--- src/rtl/lin_mode_ctrl.sv ---
module lin_mode_ctrl #(
  parameter int SYNC_STAGES = 2
) (
  input  logic       clk,
  input  logic       rst_n,
  input  logic       supply_ok,
  input  logic       en_async,
  input  logic       wake_bus,
  input  logic       wake_pin,
  input  logic       txd_in,
  input  logic       bus_level,
  output logic       tx_path_en,
  output logic       bus_pull_dom,
  output logic       rxd_out,
  output logic       rxd_oe,
  output logic       inh_out,
  output logic       txd_pu_en,
  output logic [1:0] mode
);

  localparam logic [1:0] M_OFF   = 2'b00;
  localparam logic [1:0] M_SLEEP = 2'b01;
  localparam logic [1:0] M_AWAKE = 2'b10;
  localparam logic [1:0] M_RUN   = 2'b11;

  logic [SYNC_STAGES-1:0] en_pipe;
  logic                   en_s;
  logic [1:0]             st, st_nx;

  always_ff @(posedge clk or negedge rst_n)
    if (!rst_n) en_pipe <= '0;
    else        en_pipe <= {en_pipe[SYNC_STAGES-2:0], en_async};

  assign en_s = en_pipe[SYNC_STAGES-1];

  always_comb begin
    st_nx = st;
    if (!supply_ok) st_nx = M_OFF;
    else begin
      case (st)
        M_OFF:   st_nx = M_AWAKE;
        M_SLEEP: if (en_s) st_nx = M_RUN;
                 else if (wake_bus || wake_pin) st_nx = M_AWAKE;
        M_AWAKE: if (en_s) st_nx = M_RUN;
        M_RUN:   if (!en_s) st_nx = M_SLEEP;
        default: st_nx = M_OFF;
      endcase
    end
  end

  always_ff @(posedge clk or negedge rst_n)
    if (!rst_n) st <= M_OFF;
    else        st <= st_nx;

  assign mode         = st;
  assign tx_path_en   = (st == M_RUN) && supply_ok;
  assign bus_pull_dom = tx_path_en && !txd_in;
  assign inh_out      = (st == M_AWAKE) || (st == M_RUN);
  assign txd_pu_en    = inh_out;
  assign rxd_oe       = inh_out;
  assign rxd_out      = (st == M_RUN) ? bus_level : 1'b0;

endmodule

--- config.mk ---
export PLATFORM = sky130hd
export DESIGN_NAME = lin_mode_ctrl
export DESIGN_NICKNAME = d
export VERILOG_FILES = /design/src/rtl/lin_mode_ctrl.sv
export SDC_FILE = /design/constraint.sdc
export NUM_CORES = 1
export LEC_CHECK = 0
export ABC_AREA = 1
export BUFFER_PORTS_ARGS = -buffer_cell sky130_fd_sc_hd__buf_2
export CORE_AREA = 8 8 45 47
export DETAILED_ROUTE_END_ITERATION = 8
export DIE_AREA = 0 0 53 55
export HOLD_SLACK_MARGIN = 0.06
export MAX_ROUTING_LAYER = met4
export PLACE_DENSITY = 0.47
export SYNTH_ARGS = -nofsm -noshare
export SYNTH_HDL_FRONTEND = slang
export SYNTH_SLANG_ARGS = --single-unit
--- constraint.sdc ---
create_clock -name clk -period 1.1 [get_ports clk]
set_input_delay 0.055 -clock clk [delete_from_list [all_inputs] [get_ports clk]]
set_output_delay 0.055 -clock clk [all_outputs]
set_load 0.05 [all_outputs]
==> results.md, run 1 <==
- Later-pin clock latency in the skew report: 0.24 ns
- H-Tree Depth: 1
- DP Area: 348 um^2
- PD cells: 1520 mW/mm^2
- CTS Root Cell: clkbuf_4
- Largest net degree at the start of global routing: 8
- Drt initial violations: 4
- Switching share of power: between 40 and 50%
- Register Area: approximately 100 um^2
- R2r setup slk: 0.07 ns
- Crit Path Max Fanout: 4
- Reg-to-Reg Start: mode[1]
- Crit path kind: reg -> out
- Die width: about 53 um
- Nature of the critical path endpoint: output pin
- I/O Pins: 16
- Seq cells post-synth: 4
- Drt via density: about 3.7
- Syn Area/Cell: ~7.1 um^2
- LEAKAGE: about 0.00024 uW
- DIE HEIGHT: between 50 and 60 um
- Area Overhead vs Synth: 84.6%
- Post-synth cell types: 13
- Sequential area share after synthesis: 42.6%
- Crit path launch type: flip-flop
- Placed Cells: roughly 60
- Final Max Tran Viols: 0
- Vias in the first global route: about 270
- Final nets: just over 60
- Initial Util: between 10% and 20%
- Max VDD drop: roughly 0.00046 V
- Finished Layout Cells: 69
- Die Area: between 0.002 and 0.003 mm^2
- Crit path DAT: about 1.0 ns
- Mapped Area: between 200 and 250 um^2
- Diode count: 0
- Final GP Congestion: roughly 0.7
- Hold path depth: 3
- Fill count: 141
- Hold endpoint: mode[1]
- Crit share post-route: a little over nine tenths
- CTS tree: built
- Worst-case clock skew: slightly below 0.008 ns
- Clock sink total: 4
- DRC viols: 0
- Unrepaired setup endpoints after global routing: yes
- Core Region: 0.00138 mm^2
- Slew HR: approximately 83%
- Global-route wire length before repair: about 1000 um
- Routed WL: 608 um
- Syn nets: slightly above 40
- Reg2reg end: mode[0]
- Final min period: ~1.1 ns
- Clock network power share: 30.3%
- # port buffers: 15
- Layout cell share with drive strength beyond 1: approximately three fifths
- Final setup viols: 0
- Dpl hpwl: about 480 um
- CP startpoint: mode[0]
- Via count: roughly 260
- Switch Pwr: 268 uW
- Worst EP required: 1.04 ns
- Least-Margin Pin Slew: approximately 0.25 ns
- Sequential share of power: a little over a quarter
- Total GRT Usage: around 4.9%
- CTS Buf Count: 3
- Multi-input logic area: roughly 130 um^2
- Final Cell Area: 434 um^2
- GR Overflow Total: 0
- Wire per inst: ~8.8 um
- Synth Instances: 33
- FF-to-FF path depth: 5
- Fmax: 941 MHz
- Internal power: roughly 390 uW
- Reg clk slew, reported paths: about 0.040 ns
- Synth area leader: dfrtp_1
- Synth top area cells: dfrtp_1 (43%), nand2_1 (14%), inv_1 (8.0%), buf_4 (6.4%), nor2_2 (5.3%)
- Status: finished clean
- Total of max-cap violations: 0
- Comb power frac: between 40% and 50%
- CTS Buffer Depth: 2
- Final hold vios: 0
- Synth warn: 0
- Initial antenna violation count: 0
- Number of detailed-routing iterations run before antenna repair: 4
- Top cell type's share of synthesized area: 42.6%
- DRT antenna net count: 0
- Row count: 14
- Min-delay src: supply_ok
- Hold Path Class: in -> reg
- Most frequent cells in the layout: nand2_1 (8), buf_2 (8), buf_4 (7)
-- final cells by class --
type                       count  area share (%)
inverter                       6            5.19
tap                           16            4.61
timing repair buffer          19            31.1
clock buffer                   4            6.05
multi-input combinational     20            29.4
sequential                     4            23.6
-- layer usage --
metal	vias to the layer above	wire [um]	track usage, %
met2	10	281	7.42
li1	136	-	-
met3	0	85	2.14
met5	-	0	-
met4	0	0	3.88
met1	109	241	4.73
-- registers in the layout (all words and copies together), names as in the netlist --
register / cells
en_pipe: 2
mode: 2
-- power by group through the flow --
stage	combinational [uW]	clock (uW)	sequential (uW)
after detailed placement	230	0	189
after global placement	231	0	188
final	282	200	177
after floorplan	159	0	223
after global routing	302	227	179
after CTS	267	214	176
-- cell usage after synthesis, drive strengths merged --
cell type	number
a21oi	1
nor2	5
buf	2
nand2	10
dfrtp	4
clkbuf	1
nand3	3
inv	6
nor3	1
-- repair_timing --
| action | in CTS | in global routing |
|---|---|---|
| endpoints found under the setup margin | 3 | 6 |
| buffers inserted | 2 | 0 |
| gates resized for setup | 4 | 10 |
| pin swaps | 2 | 1 |
| endpoints found under the hold margin | 5 | 0 |
| hold buffers | 2 | 0 |
-- worst max-delay path by stage --
stage | slack (ns) | end | cells past startpoint
2_1_floorplan | -0.14 | bus_pull_dom | 2
5_1_grt | -0.03 | bus_pull_dom | 3
6_report | 0.04 | bus_pull_dom | 3
3_5_place_dp | 0.07 | bus_pull_dom | 3
3_3_place_gp | 0.08 | bus_pull_dom | 3
4_1_cts | 0.01 | rxd_oe | 2
-- metrics by stage --
| stage | TNS, ns | hold slack (ns) | worst slack, ns | util, % | power, uW |
|---|---|---|---|---|---|
| 4_1_cts | 0 | 0.0822 | 0.0134 | 30.4 | 657 |
| 3_5_place_dp | 0 | -0.133 | 0.0671 | 25.1 | 419 |
| 5_1_grt | -0.0485 | 0.0886 | -0.0325 | 31.4 | 708 |
| 3_3_place_gp | 0 | -0.136 | 0.0836 | 25.1 | 419 |
| 2_1_floorplan | -0.258 | -0.241 | -0.139 | - | 382 |
| 6_report | 0 | 0.0824 | 0.0375 | 31.4 | 659 |
-- logic make-up after synthesis --
family	after synthesis	synth area share, %
buffers and inverters	9	17.5
DFF	4	42.6
and+or+nand+nor	19	37.8
AOI/OAI and AO/OA	1	2.13
-- critical path, cell delays in order (launching register included) --
cell	delay, ns
dfrtp_2	0.38
nand2_4	0.09
nor3_4	0.12
buf_6	0.18
(Power assumes the default switching activity.)
==> inputs of run 2 (changes only) <==
--- a/config.mk
+++ b/config.mk
@@ -7,12 +7,13 @@
 export LEC_CHECK = 0
 export ABC_AREA = 1
 export BUFFER_PORTS_ARGS = -buffer_cell sky130_fd_sc_hd__buf_2
+export CELL_PAD_IN_SITES_DETAIL_PLACEMENT = 0
+export CELL_PAD_IN_SITES_GLOBAL_PLACEMENT = 1
 export CORE_AREA = 8 8 45 47
 export DETAILED_ROUTE_END_ITERATION = 8
 export DIE_AREA = 0 0 53 55
 export HOLD_SLACK_MARGIN = 0.06
-export MAX_ROUTING_LAYER = met4
-export PLACE_DENSITY = 0.47
+export PLACE_DENSITY = 0.62
 export SYNTH_ARGS = -nofsm -noshare
 export SYNTH_HDL_FRONTEND = slang
 export SYNTH_SLANG_ARGS = --single-unit
==> results.md, run 2 (same netlist as run 1, synthesis figures left out) <==
- Later-pin clock latency in the skew report: around 0.23 ns
- Nature of the critical path endpoint: output pin
- Initial Util: roughly 17%
- Crit path DAT: slightly above 1 ns
- Final Cell Area: between 400 and 500 um^2
- Final hold vios: 0
- Fmax: roughly 940 MHz
- CTS tree: built
- Sequential share of power: around 28%
- Final GP Congestion: 0.644
- Crit path kind: reg -> out
- Worst-case clock skew: between 0.004 and 0.005 ns
- Area Overhead vs Synth: 78.7%
- Layout cell share with drive strength beyond 1: approximately three fifths
- DRC viols: 0
- Switching share of power: 41.0%
- Max VDD drop: 0.000487 V
- Status: finished clean
- Final nets: between 60 and 70
- LEAKAGE: between 0.0002 and 0.00025 uW
- Reg clk slew, reported paths: 0.04 ns
- Hold Path Class: in -> reg
- Via count: 252
- Die Area: 0.00292 mm^2
- Die width: between 50 and 60 um
- Crit path launch type: flip-flop
- Routed WL: just under 600 um
- FF-to-FF path depth: 7
- Slew HR: 83.4%
- CTS Root Cell: clkbuf_4
- Drt via density: 3.65
- Internal power: roughly 380 uW
- Least-Margin Pin Slew: 0.251 ns
- Final min period: about 1.1 ns
- Vias in the first global route: approximately 250
- Initial antenna violation count: 0
- Clock network power share: between 30% and 40%
- Fill count: roughly 150
- Multi-input logic area: roughly 130 um^2
- Final Max Tran Viols: 0
- CTS Buf Count: 3
- Dpl hpwl: about 500 um
- Unrepaired setup endpoints after global routing: yes
- Crit share post-route: 96.9%
- Worst EP required: roughly 1.0 ns
- Commonest non-fill, non-tap cell in the layout: buf_2
- DIE HEIGHT: roughly 55 um
- Number of detailed-routing iterations run before antenna repair: 2
- Core Region: ~0.0014 mm^2
- Finished Layout Cells: 69
- I/O Pins: 16
- Largest net degree at the start of global routing: 8
- Global-route wire length before repair: 876 um
- Total of max-cap violations: 0
- GR Overflow Total: 0
- # port buffers: 15
- Hold path depth: 3
- PD cells: 1510 mW/mm^2
- Register Area: between 100 and 150 um^2
- Comb power frac: approximately two fifths
- Switch Pwr: between 200 and 300 uW
- DRT antenna net count: 0
- Final setup viols: 0
- Row count: 14
- Crit Path Max Fanout: 7
- Drt initial violations: 5
- Total GRT Usage: 4.27%
- CTS Buffer Depth: 2
- Clock sink total: 4
- H-Tree Depth: 1
- Wire per inst: approximately 8.6 um
- Most frequent cells in the layout: buf_2 (12), nand2_1 (8), clkbuf_4 (5)
- Placed Cells: 61
- DP Area: 348 um^2
- Diode count: 0
==> run 2: cell count changes in the layout (fill, tap and decap cells not counted) <==
| cell | delta |
|---|---|
| buf_2 | +4 |
| clkbuf_4 | +2 |
| buf_4 | -5 |
| buf_6 | -1 |
==> run 2: worst paths after layout <==
path	start	to	slack [ns]
max in group asynchronous	rst_n	mode[1]	0.82
worst max-delay path	mode[1]	rxd_oe	0.03
worst max register to register	mode[0]	mode[0]	0.07
min in group asynchronous	rst_n	mode[0]	0.15
worst min-delay path	supply_ok	mode[1]	0.09
worst min register to register	en_pipe[0]	en_pipe[1]	0.34
==> run 2: critical path: stages, from the launching register on <==
cell and delay, ns:
dfrtp_2 0.41, buf_4 0.16, buf_2 0.21
==> run 2: area by class of cell <==
class	instances	share of cell area [%]
Clock buffer	4	6.25
Multi-Input combinational cell	20	30.4
Tap cell	16	4.76
Inverter	6	5.36
Timing Repair Buffer	19	28.9
Sequential cell	4	24.4
==> run 2: timing repair <==
item | CTS | global route
hold buffers | 2 | 0
buffers inserted | 2 | 0
gates resized for setup | 2 | 3
endpoints found under the hold margin | 5 | 0
cloned | 0 | 0
pin swaps | 1 | 0
setup endpoints to repair | 3 | 8
==> run 2: per-stage QoR <==
| stage | hold slack (ns) | TNS (ns) | utilization (%) | setup slack (ns) | total power (uW) |
|---|---|---|---|---|---|
| after detailed placement | -0.134 | 0 | 25.1 | 0.0592 | 419 |
| after global routing | 0.119 | -0.0564 | 30.4 | -0.0128 | 677 |
| after global placement | -0.135 | 0 | 25.1 | 0.0807 | 420 |
| after floorplan | -0.241 | -0.258 | - | -0.139 | 382 |
| after CTS | 0.0796 | 0 | 30.0 | 0.000602 | 650 |
| final | 0.0912 | 0 | 30.4 | 0.0339 | 636 |
==> run 2: power groups by stage <==
stage | clock network [uW] | registers [uW] | logic [uW]
3_5_place_dp | 0 | 190 | 230
2_1_floorplan | 0 | 223 | 159
5_1_grt | 215 | 177 | 284
6_report | 197 | 176 | 263
4_1_cts | 210 | 177 | 264
3_3_place_gp | 0 | 188 | 231
==> run 2: routing by layer <==
| metal | part of all wire (%) | vias up | GRT usage, % |
|---|---|---|---|
| met1 | 35 | 106 | 3.51 |
| met3 | 14 | 0 | 2.14 |
| met4 | 0 | 0 | 5.17 |
| li1 | - | 137 | - |
| met2 | 50 | 9 | 6.84 |
| met5 | 0 | - | 0 |
